### config.mk
export PLATFORM = sky130hd
export DESIGN_NAME = isyn_inv53
export DESIGN_NICKNAME = d
export VERILOG_FILES = /design/src/rtl/isyn_pkg.sv /design/src/rtl/isyn_lift_kern.sv /design/src/rtl/isyn_stride.sv /design/src/rtl/isyn_inv53.sv
export SDC_FILE = /design/constraint.sdc
export NUM_CORES = 1
export LEC_CHECK = 0
export ABC_AREA = 0
export BUFFER_PORTS_ARGS = -buffer_cell sky130_fd_sc_hd__buf_2
export CAP_MARGIN = 20
export CORE_AREA = 8 8 105 107
export DETAILED_ROUTE_END_ITERATION = 16
export DIE_AREA = 0 0 113 115
export PLACE_DENSITY = 0.77
export SYNTH_ARGS = -nofsm -noshare
export SYNTH_HDL_FRONTEND = slang
export SYNTH_SLANG_ARGS = --single-unit
### constraint.sdc
create_clock -name clk_i -period 4.9 [get_ports clk_i]
set_input_delay 0.735 -clock clk_i [delete_from_list [all_inputs] [get_ports clk_i]]
set_output_delay 0.735 -clock clk_i [all_outputs]
set_load 0.01 [all_outputs]
### src/rtl/isyn_pkg.sv
package isyn_pkg;

    typedef enum logic [2:0] {
        ST_IDLE,
        ST_EV_CTR,
        ST_EV_NB,
        ST_EV_WR,
        ST_OD_SEED,
        ST_OD_CTR,
        ST_OD_NB,
        ST_OD_WR
    } isyn_state_e;

endpackage

### src/rtl/isyn_lift_kern.sv
// One inverse lifting step: a center coefficient corrected by two neighbours.
// ODD=0 removes the update step, ODD=1 removes the predict step.
module isyn_lift_kern #(
    parameter int DW  = 12,
    parameter bit ODD = 1'b0
) (
    input  logic [DW-1:0] ctr_i,
    input  logic [DW-1:0] nb_lo_i,
    input  logic [DW-1:0] nb_hi_i,
    output logic [DW-1:0] res_o
);
    localparam int EW = DW + 2;
    localparam logic signed [EW-1:0] RND = EW'(2);

    logic signed [EW-1:0] ce, lo, hi, sum, res;

    assign ce  = {{2{ctr_i[DW-1]}}, ctr_i};
    assign lo  = {{2{nb_lo_i[DW-1]}}, nb_lo_i};
    assign hi  = {{2{nb_hi_i[DW-1]}}, nb_hi_i};
    assign sum = lo + hi;

    generate
        if (ODD) begin : g_predict
            assign res = ce + (sum >>> 1);
        end else begin : g_update
            assign res = ce - ((sum + RND) >>> 2);
        end
    endgenerate

    assign res_o = res[DW-1:0];
endmodule

### src/rtl/isyn_stride.sv
// Strided address arithmetic for the current position.
module isyn_stride #(
    parameter int AW = 5
) (
    input  logic [AW-1:0] cur_i,
    input  logic [AW-1:0] step_i,
    input  logic [AW-1:0] last_i,
    output logic [AW-1:0] nxt1_o,
    output logic [AW-1:0] nxt2_o,
    output logic          at_last_o,
    output logic          pen_o
);
    logic [AW-1:0] step2;

    assign step2     = {step_i[AW-2:0], 1'b0};
    assign nxt1_o    = cur_i + step_i;
    assign nxt2_o    = cur_i + step2;
    assign at_last_o = (cur_i == last_i);
    assign pen_o     = (nxt1_o == last_i);
endmodule

### src/rtl/isyn_inv53.sv
module isyn_inv53
    import isyn_pkg::*;
#(
    parameter int DW = 12,
    parameter int AW = 5
) (
    input  logic          clk_i,
    input  logic          rst_ni,
    input  logic          start_i,
    output logic          ready_o,
    input  logic [AW-1:0] first_addr_i,
    input  logic [AW-1:0] last_addr_i,
    input  logic [AW-1:0] stride_i,
    output logic [AW-1:0] rd_addr_o,
    input  logic [DW-1:0] rd_data_i,
    output logic          wr_en_o,
    output logic [AW-1:0] wr_addr_o,
    output logic [DW-1:0] wr_data_o
);
    typedef struct packed {
        isyn_state_e   st;
        logic [AW-1:0] cur;
        logic [AW-1:0] base;
        logic [AW-1:0] last;
        logic [AW-1:0] step;
        logic [DW-1:0] lft;
        logic [DW-1:0] mid;
        logic [DW-1:0] rgt;
    } isyn_regs_t;

    isyn_regs_t r_d, r_q;

    logic [AW-1:0] nxt1, nxt2;
    logic          at_last, pen;
    logic [DW-1:0] even_val, odd_val;

    isyn_stride #(.AW(AW)) u_stride (
        .cur_i     (r_q.cur),
        .step_i    (r_q.step),
        .last_i    (r_q.last),
        .nxt1_o    (nxt1),
        .nxt2_o    (nxt2),
        .at_last_o (at_last),
        .pen_o     (pen)
    );

    isyn_lift_kern #(.DW(DW), .ODD(1'b0)) u_even (
        .ctr_i   (r_q.mid),
        .nb_lo_i (r_q.lft),
        .nb_hi_i (r_q.rgt),
        .res_o   (even_val)
    );

    isyn_lift_kern #(.DW(DW), .ODD(1'b1)) u_odd (
        .ctr_i   (r_q.mid),
        .nb_lo_i (r_q.lft),
        .nb_hi_i (r_q.rgt),
        .res_o   (odd_val)
    );

    always_comb begin
        r_d       = r_q;
        rd_addr_o = r_q.cur;
        wr_en_o   = 1'b0;
        wr_addr_o = r_q.cur;
        wr_data_o = even_val;

        unique case (r_q.st)
            ST_IDLE: begin
                if (start_i) begin
                    r_d.st   = ST_EV_CTR;
                    r_d.cur  = first_addr_i;
                    r_d.base = first_addr_i;
                    r_d.last = last_addr_i;
                    r_d.step = stride_i;
                end
            end
            // even pass: low-pass value, then right high-pass neighbour
            ST_EV_CTR: begin
                r_d.mid = rd_data_i;
                if (at_last) begin
                    r_d.rgt = r_q.lft;
                    r_d.st  = ST_EV_WR;
                end else begin
                    r_d.st = ST_EV_NB;
                end
            end
            ST_EV_NB: begin
                rd_addr_o = nxt1;
                r_d.rgt   = rd_data_i;
                if (r_q.cur == r_q.base) begin
                    r_d.lft = rd_data_i;
                end
                r_d.st = ST_EV_WR;
            end
            ST_EV_WR: begin
                wr_en_o   = 1'b1;
                wr_data_o = even_val;
                r_d.lft   = r_q.rgt;
                if (at_last || pen) begin
                    r_d.cur = r_q.base;
                    r_d.st  = ST_OD_SEED;
                end else begin
                    r_d.cur = nxt2;
                    r_d.st  = ST_EV_CTR;
                end
            end
            // odd pass: seed with rebuilt sample 0, then walk odd positions
            ST_OD_SEED: begin
                r_d.lft = rd_data_i;
                r_d.cur = nxt1;
                r_d.st  = ST_OD_CTR;
            end
            ST_OD_CTR: begin
                r_d.mid = rd_data_i;
                if (at_last) begin
                    r_d.rgt = r_q.lft;
                    r_d.st  = ST_OD_WR;
                end else begin
                    r_d.st = ST_OD_NB;
                end
            end
            ST_OD_NB: begin
                rd_addr_o = nxt1;
                r_d.rgt   = rd_data_i;
                r_d.st    = ST_OD_WR;
            end
            ST_OD_WR: begin
                wr_en_o   = 1'b1;
                wr_data_o = odd_val;
                r_d.lft   = r_q.rgt;
                if (at_last || pen) begin
                    r_d.st = ST_IDLE;
                end else begin
                    r_d.cur = nxt2;
                    r_d.st  = ST_OD_CTR;
                end
            end
            default: r_d.st = ST_IDLE;
        endcase
    end

    always_ff @(posedge clk_i or negedge rst_ni) begin
        if (!rst_ni) begin
            r_q <= '{st: ST_IDLE, default: '0};
        end else begin
            r_q <= r_d;
        end
    end

    assign ready_o = (r_q.st == ST_IDLE);
endmodule

# After elaboration in Yosys (flattened, before gate mapping)
# Index checks and enable logic that the tools add are counted.
# classes
n_div,0
n_shift,0
n_bitwise,0
add_sub_neg,6
multipliers,0
n_eq_ne,14
reduce_logical,12
n_lt_le_gt_ge,0
muxes,15
# ops
cell,n
$mux W12,3
$pmux W12 S3,1
$pmux W12 S2,1
$pmux W3 S8,1
$mux W23,1
$pmux W5 S4,1
$eq A5 B5 Y1,3
$add A13 B3 Y14 const B,1
$add A12 B12 Y13,1
$add A12 B12 Y12,1
$eq A3 B3 Y1 const B,4
$sub A12 B12 Y12,1
$add A5 B5 Y5,2
$mux W5,2
$mux W8,1
$eq A3 B2 Y1 const B,2
$ne A2 B2 Y1 const B,3
$reduce_and A2 Y1,3
$reduce_or A2 Y1,3
$reduce_bool A4 Y1,1
$eq A3 B1 Y1 const B,1
$logic_not A3 Y1,1
$mux W1,3
$mux W3,1
5 further kinds,5
# word_totals
ramBits,0
reg_bits,59
elab_cells,55
rom_bits,0
input_bits,30
latch_bits,0
mem_count,0

# Longest topological paths before layout
# Gate-level depths: netlist (run 1).
# logic_depth
depth_word,5
mapped_depth,21
mapped_depth_nobuf,21

# Modules after synthesis
# A second synthesis (run 1) with hierarchy kept.
# hier_totals
cells_unflattened,640
hier_area_um2,5863.1
# modules_own_cells
mod,seq_area_each_um2,area_per_inst_um2,instances,cells_per_inst
isyn_inv53,1476.4,3111.7,1,278
isyn_lift_kern at u_even,0.0,1241.2,1,162
isyn_lift_kern at u_odd,0.0,1129.8,1,162
isyn_stride,0.0,380.4,1,38

# Worst setup path after synthesis (run 1)
# Ideal clock, no wire load.
# synth_timing
path_kind,register to output
start,reg r_q[1] (netlist name)
end,out wr_data_o[11]
required_ns,4.165
arrival_time_ns,4.315
stages_incl_launch_ff,20
path_slack_ns,-0.150
cell_sequence,dfrtp_1 > inv_1 > fa_1 > nand2b_1 > a21oi_4 > xor2_2 > xnor2_1 > nor3b_1 > nand3_1 > nand2_1 > a21oi_1 > a221oi_1 > ha_1 > a21o_1 > a31oi_1 > o21ai_0 > a21oi_1 > nor2_1 > o41ai_1 > xnor3_1
# synth_between
elab_chain_len,4
elab_cells_between_ends,5
cone_classes,add/sub (4); mux (1)
# synth_lines
element,line_no,rtl
"start, declared",isyn_inv53.sv:31,"isyn_regs_t r_d, r_q;"
"start signal, assigned",isyn_inv53.sv:147,r_q <= r_d;
$add A12 B12 Y13 (*),isyn_lift_kern.sv:20,assign sum = lo + hi;
$add A13 B3 Y14,isyn_lift_kern.sv:26,assign res = ce - ((sum + RND) >>> 2);
$sub A12 B12 Y12,isyn_lift_kern.sv:26,
$mux W12 (*),isyn_inv53.sv:68,unique case (r_q.st)
"end, declared",isyn_inv53.sv:18,output logic [DW-1:0] wr_data_o
# Every way passes the cells marked *; elsewhere a longest branch is shown, timed or not.

# Worst setup path after layout (run 1)
# layout_timing
start,reg r_q[25] (netlist name)
end,out wr_data_o[11]
# The elaborated chain is that of the path after synthesis.

==> flow_metrics.env, run 1 <==
export IMPL_status="finished, violations left"
export IMPL_failed_checks="negative setup slack"
export IMPL_core_sq_mm=0.00946
export IMPL_fin_ws_ns=-0.452
export IMPL_hold_class="register to register"
export IMPL_finalCritPeriodShare_pct=109
export IMPL_synth_top_area_share_pct=29.9
export IMPL_syn_avg_cell_area_sq_um=9.40
export IMPL_syn_cell_area_sq_mm=0.00493
export IMPL_die_area_sq_mm=0.0130
export IMPL_drtIter0Drc=305
export IMPL_crit_fanout=3
export IMPL_post_dp_cell_area_sq_mm=0.00567
export IMPL_synthTopCellsByArea="dfrtp_1 30%, ha_1 9.1%, mux2_2 7.1%"
export IMPL_avgViaCountPerCell=5.99
export IMPL_vias=4586
export IMPL_end_kind="primary output"
export IMPL_worstPathArrival_ns=4.62
export IMPL_dp_hpwl_mm=9.33
export IMPL_cts_sinks=59
export IMPL_area_delta_synth_final_pct=32.0
export IMPL_worstMarginPinSlew_ns=0.815
export IMPL_ys_async_sr_fraction_pct=100
export IMPL_die_height_um=115
export IMPL_cts_made_buffers=9
export IMPL_grt_max_degree=60
export IMPL_clk_pin_slew_ns=0.07
export IMPL_wirelength_mm=13.9
export IMPL_cts_hold_buffers=0
export IMPL_post_drt_wl_per_cell_um=18.2
export IMPL_whs_ns=0.523
export IMPL_synthMostInstantiatedCell="dfrtp_1"
export IMPL_grt_pass1_wl_mm=21.8
export IMPL_ioPinCount=54
export IMPL_setup_viol_count_final=5
export IMPL_antenna_diode_count=0
export IMPL_final_util_pct=68.8
export IMPL_drc=0
export IMPL_ys_ff_latch=59
export IMPL_setup_worst_path_start_class="register"
export IMPL_synth_edf_count=0
export IMPL_cts_max_path_buffers=2
export IMPL_grt_ovfl_total=0
export IMPL_htree_levels=3
export IMPL_syn_nets=595
export IMPL_synthDistinctLibCells=75
export IMPL_grt_usage_pct=20.8
export IMPL_worstPathRequired_ns=4.16
export IMPL_nNetsFinal=718
export IMPL_max_cap_violations=0
export IMPL_grt_pass1_vias=4655
export IMPL_rsz0062_at_grt="true"
export IMPL_routabilityCongestion=0.881
export IMPL_drive_above_1_share_pct=40.0
export IMPL_fmax_ghz=0.187
export IMPL_fin_crit_ns=5.35
export IMPL_root_buffer="clkbuf_8"
export IMPL_final_antenna_net_count=0
export IMPL_first_pass_iters=5
export IMPL_drv_slew=0
export IMPL_pre_cts_slack_ns=-0.190
export IMPL_clkLatencyLatePin_ns=0.36
export IMPL_synthTopCellsByCount="59 x dfrtp_1, 48 x nand2_1, 40 x o21ai_0"
export IMPL_port_buffers=53
export IMPL_slew_headroom_pct=45.6
export IMPL_fin_area_sq_mm=0.00651
export IMPL_finClkSkew_ns=0.0116
export IMPL_ys_warn_count=0
export IMPL_dieWidth_um=113
export IMPL_start_util_pct=52.2
export IMPL_cpMaxStageDelayCell="or4_4"
export IMPL_hold_viol=0
export IMPL_cpPeakStageDelay_ns=0.54
export IMPL_cts_tree="built"
export IMPL_antenna_found_initial=0
export IMPL_ys_seq_area_share_pct=29.9
export IMPL_synth_ff_type="dfrtp_1"
export IMPL_synthCells=525
export IMPL_path_class="register to primary output"
export IMPL_row_count=36
export IMPL_synth_top_area_cell="dfrtp_1"
export IMPL_crit_chain="ha_1, buf_4, nand4_1, a211o_1, and4b_1, a2111oi_4, buf_4, nor4_4, xnor2_2, or4_4, or3_1, a31oi_2, ha_1, nor3_2, nor2_1, o41ai_2, xnor3_1, buf_2"
==> layout by cell type (no fill, tap or decap), drive strengths merged, types with 21 or more instances in the layout <==
cell,Yosys,routed
ha,36,36
a21oi,31,31
o21ai,44,44
xnor2,36,36
buf,10,137
nand2,48,48
mux2i,28,28
mux2,32,32
nor2,26,26
inv,21,21
dfrtp,59,59
==> state kept, by name (all words and copies together) (netlist names) <==
name       cells
wr_addr_o      5
r_q           54
==> per-stage QoR <==
stage / setup TNS [ns] / cells
after floorplan: 0 / 525
after global placement: -0.0241 / 727
after detailed placement: -0.313 / 727
after CTS: -0.786 / 756
after global routing: -1.91 / 766
final: -1.19 / 766
==> routing by layer <==
metal / up-vias / track usage [%] / share of wire, %
met5: - / 0 / 0
met4: 0 / 9.24 / 4.3
met2: 179 / 37.8 / 51
li1: 2140 / - / -
met1: 2204 / 22.4 / 39
met3: 63 / 5.09 / 6.0
==> worst max-delay path, delay by kind of cell (launching register included) <==
| kind | cells | cell delay (ns) |
|---|---|---|
| and+or+nand+nor | 7 | 1.62 |
| adders and majority gates | 2 | 0.61 |
| xor gates and xnor gates | 2 | 0.40 |
| DFF | 1 | 0.42 |
| AOI/OAI and AO/OA | 4 | 0.76 |
| buffers and inverters | 3 | 0.46 |
==> path summary, 6_finish.rpt <==
check	cells after the start	to	slack (ns)	from
min in group asynchronous	2	r_q[48]	0.53	rst_ni
max in group asynchronous	2	r_q[9]	3.86	rst_ni
worst max-delay path	18	wr_data_o[11]	-0.45	r_q[25]
worst min register to register	1	r_q[12]	0.52	r_q[12]
worst max register to register	11	wr_addr_o[2]	1.55	wr_addr_o[0]
worst min-delay path	1	r_q[12]	0.52	r_q[12]
==> cell families after synthesis <==
group | count (synthesis) | synth area share (%)
xor+xnor | 52 | 9.81
flops | 59 | 29.9
buf+inv | 46 | 4.13
simple gates | 136 | 14.1
fa+ha+maj | 40 | 10.8
compound gates | 132 | 18.2
mux | 60 | 13.1
==> repair_timing <==
action	4_1_cts	5_1_grt
pin swaps	41	25
gates resized for setup	57	33
endpoints found under the hold margin	0	0
buffers inserted	14	10
endpoints found under the setup margin	6	6
==> cell type report <==
type | instances | area [sq um]
multi-input combinational | 420 | 3720
sequential | 59 | 1480
fill | 667 | 2950
clock inverter | 2 | 10.0
timing repair buffer | 137 | 915
clock buffer | 13 | 169
inverter | 21 | 78.8
tap | 114 | 143
Power of run 1 is left out: the tool's default activity adds up to more than one toggle a clock period on the data nets, which glitch-free logic cannot reach.
==> run 2: changes to the inputs <==
CORE_AREA = 8 8 114 116   (was 8 8 105 107)
DIE_AREA = 0 0 122 124   (was 0 0 113 115)
PLACE_DENSITY = 0.67   (was 0.77)
==> flow_metrics.env, run 2 (same netlist as run 1, synthesis figures left out) <==
export IMPL_status="finished, violations left"
export IMPL_failed_checks="negative setup slack"
export IMPL_pre_cts_slack_ns=-0.0894
export IMPL_avgViaCountPerCell=5.46
export IMPL_die_area_sq_mm=0.0151
export IMPL_cts_made_buffers=9
export IMPL_grt_pass1_wl_mm=20.9
export IMPL_regMostFlops="r_q"
export IMPL_fmax_ghz=0.193
export IMPL_dieWidth_um=122
export IMPL_antenna_found_initial=0
export IMPL_regArea_sq_mm=0.00148
export IMPL_hold_depth=2
export IMPL_clk_pin_slew_ns=0.05
export IMPL_hold_class="register to register"
export IMPL_routabilityCongestion=0.944
export IMPL_port_buffers=53
export IMPL_final_antenna_net_count=0
export IMPL_worstPathRequired_ns=4.16
export IMPL_first_pass_iters=4
export IMPL_vias=4328
export IMPL_setup_viol_count_final=4
export IMPL_grt_usage_pct=17.0
export IMPL_die_height_um=124
export IMPL_post_drt_wl_per_cell_um=16.2
export IMPL_largest_register_ffs=54
export IMPL_rsz0062_at_grt="true"
export IMPL_grt_ovfl_total=0
export IMPL_drv_slew=0
export IMPL_crit_fanout=4
export IMPL_fin_area_sq_mm=0.00660
export IMPL_post_dp_cell_area_sq_mm=0.00574
export IMPL_crit_start="r_q[1]"
export IMPL_ioPinCount=54
export IMPL_finalNonFillerCells=792
export IMPL_hp_start="r_q[33]"
export IMPL_drc=0
export IMPL_slew_headroom_pct=47.7
export IMPL_fin_crit_ns=5.19
export IMPL_grt_pass1_vias=4495
export IMPL_root_buffer="clkbuf_16"
export IMPL_cts_hold_buffers=0
export IMPL_path_class="register to primary output"
export IMPL_core_sq_mm=0.0112
export IMPL_nNetsFinal=715
export IMPL_drtIter0Drc=178
export IMPL_rr_worst_depth=10
export IMPL_start_util_pct=44.2
export IMPL_dp_cells=760
export IMPL_final_cell_mix="74 x buf_4, 59 x dfrtp_1, 53 x buf_2"
export IMPL_max_cap_violations=0
export IMPL_wirelength_mm=12.8
export IMPL_setup_worst_path_start_class="register"
export IMPL_finalCritPeriodShare_pct=106
export IMPL_worstMarginPinSlew_ns=0.784
export IMPL_clkLatencyLatePin_ns=0.33
export IMPL_antenna_diode_count=0
export IMPL_fill_cells=919
export IMPL_drive_above_1_share_pct=40.2
export IMPL_area_delta_synth_final_pct=33.6
export IMPL_finClkSkew_ns=0.00923
export IMPL_htree_levels=3
export IMPL_fin_ws_ns=-0.289
export IMPL_cts_max_path_buffers=2
export IMPL_cts_tree="built"
export IMPL_cts_sinks=59
export IMPL_hold_viol=0
export IMPL_r2r_start="wr_addr_o[0]"
export IMPL_dp_hpwl_mm=9.42
export IMPL_row_count=39
export IMPL_multi_input_area_sq_mm=0.00370
export IMPL_grt_max_degree=60
export IMPL_worstPathArrival_ns=4.45
export IMPL_final_util_pct=59.0
export IMPL_end_kind="primary output"
export IMPL_layout_commonest_cell="buf_4"
[run 2: layout make-up]
type / instances / area share, %
Sequential cell: 59 / 22.4
Clock buffer: 12 / 3.74
Multi-Input combinational cell: 420 / 56.1
Tap cell: 143 / 2.71
Clock inverter: 3 / 0.228
Timing Repair Buffer: 134 / 13.6
Inverter: 21 / 1.20
[run 2: what timing repair did]
action / 4_1_cts / 5_1_grt
pin swaps: 21 / 46
setup endpoints to repair: 4 / 5
setup buffers: 7 / 10
gates resized for setup: 44 / 49
[run 2: metrics by stage]
stage	hold WS, ns	setup TNS, ns
final	0.511	-0.534
after global routing	0.546	-1.46
after CTS	0.512	-0.431
after detailed placement	0.502	-0.127
after global placement	0.496	-0.0176
after floorplan	0.439	0
[run 2: worst max-delay path, cell delays in order (launching register included)]
cell and delay [ns]:
dfrtp_1 0.38, buf_6 0.13, ha_4 0.23, and4_4 0.15, o21ai_0 0.31, nand3_1 0.22
o311ai_4 0.33, a32oi_2 0.16, a2bb2oi_2 0.16, or4_4 0.54, or3_1 0.35, a31oi_1 0.18
ha_1 0.29, nor3_2 0.15, nor2_1 0.09, o41ai_2 0.06, xnor3_1 0.26, buf_2 0.15
[run 2: final timing paths]
path	end	slack, ns
max	wr_data_o[11]	-0.29
min	r_q[33]	0.51
max reg2reg	wr_addr_o[0]	1.57
min reg2reg	r_q[33]	0.51
max in group asynchronous	r_q[1]	3.82
min in group asynchronous	r_q[8]	0.56
[run 2: metal layers]
| metal | track usage, % | share of wire, % | routed length (um) |
|---|---|---|---|
| met3 | 3.72 | 3.5 | 448 |
| met5 | 0 | 0 | 0 |
| met2 | 30.3 | 51 | 6500 |
| met4 | 5.78 | 1.5 | 197 |
| met1 | 19.9 | 44 | 5650 |
Power of run 2 is left out for the same reason.
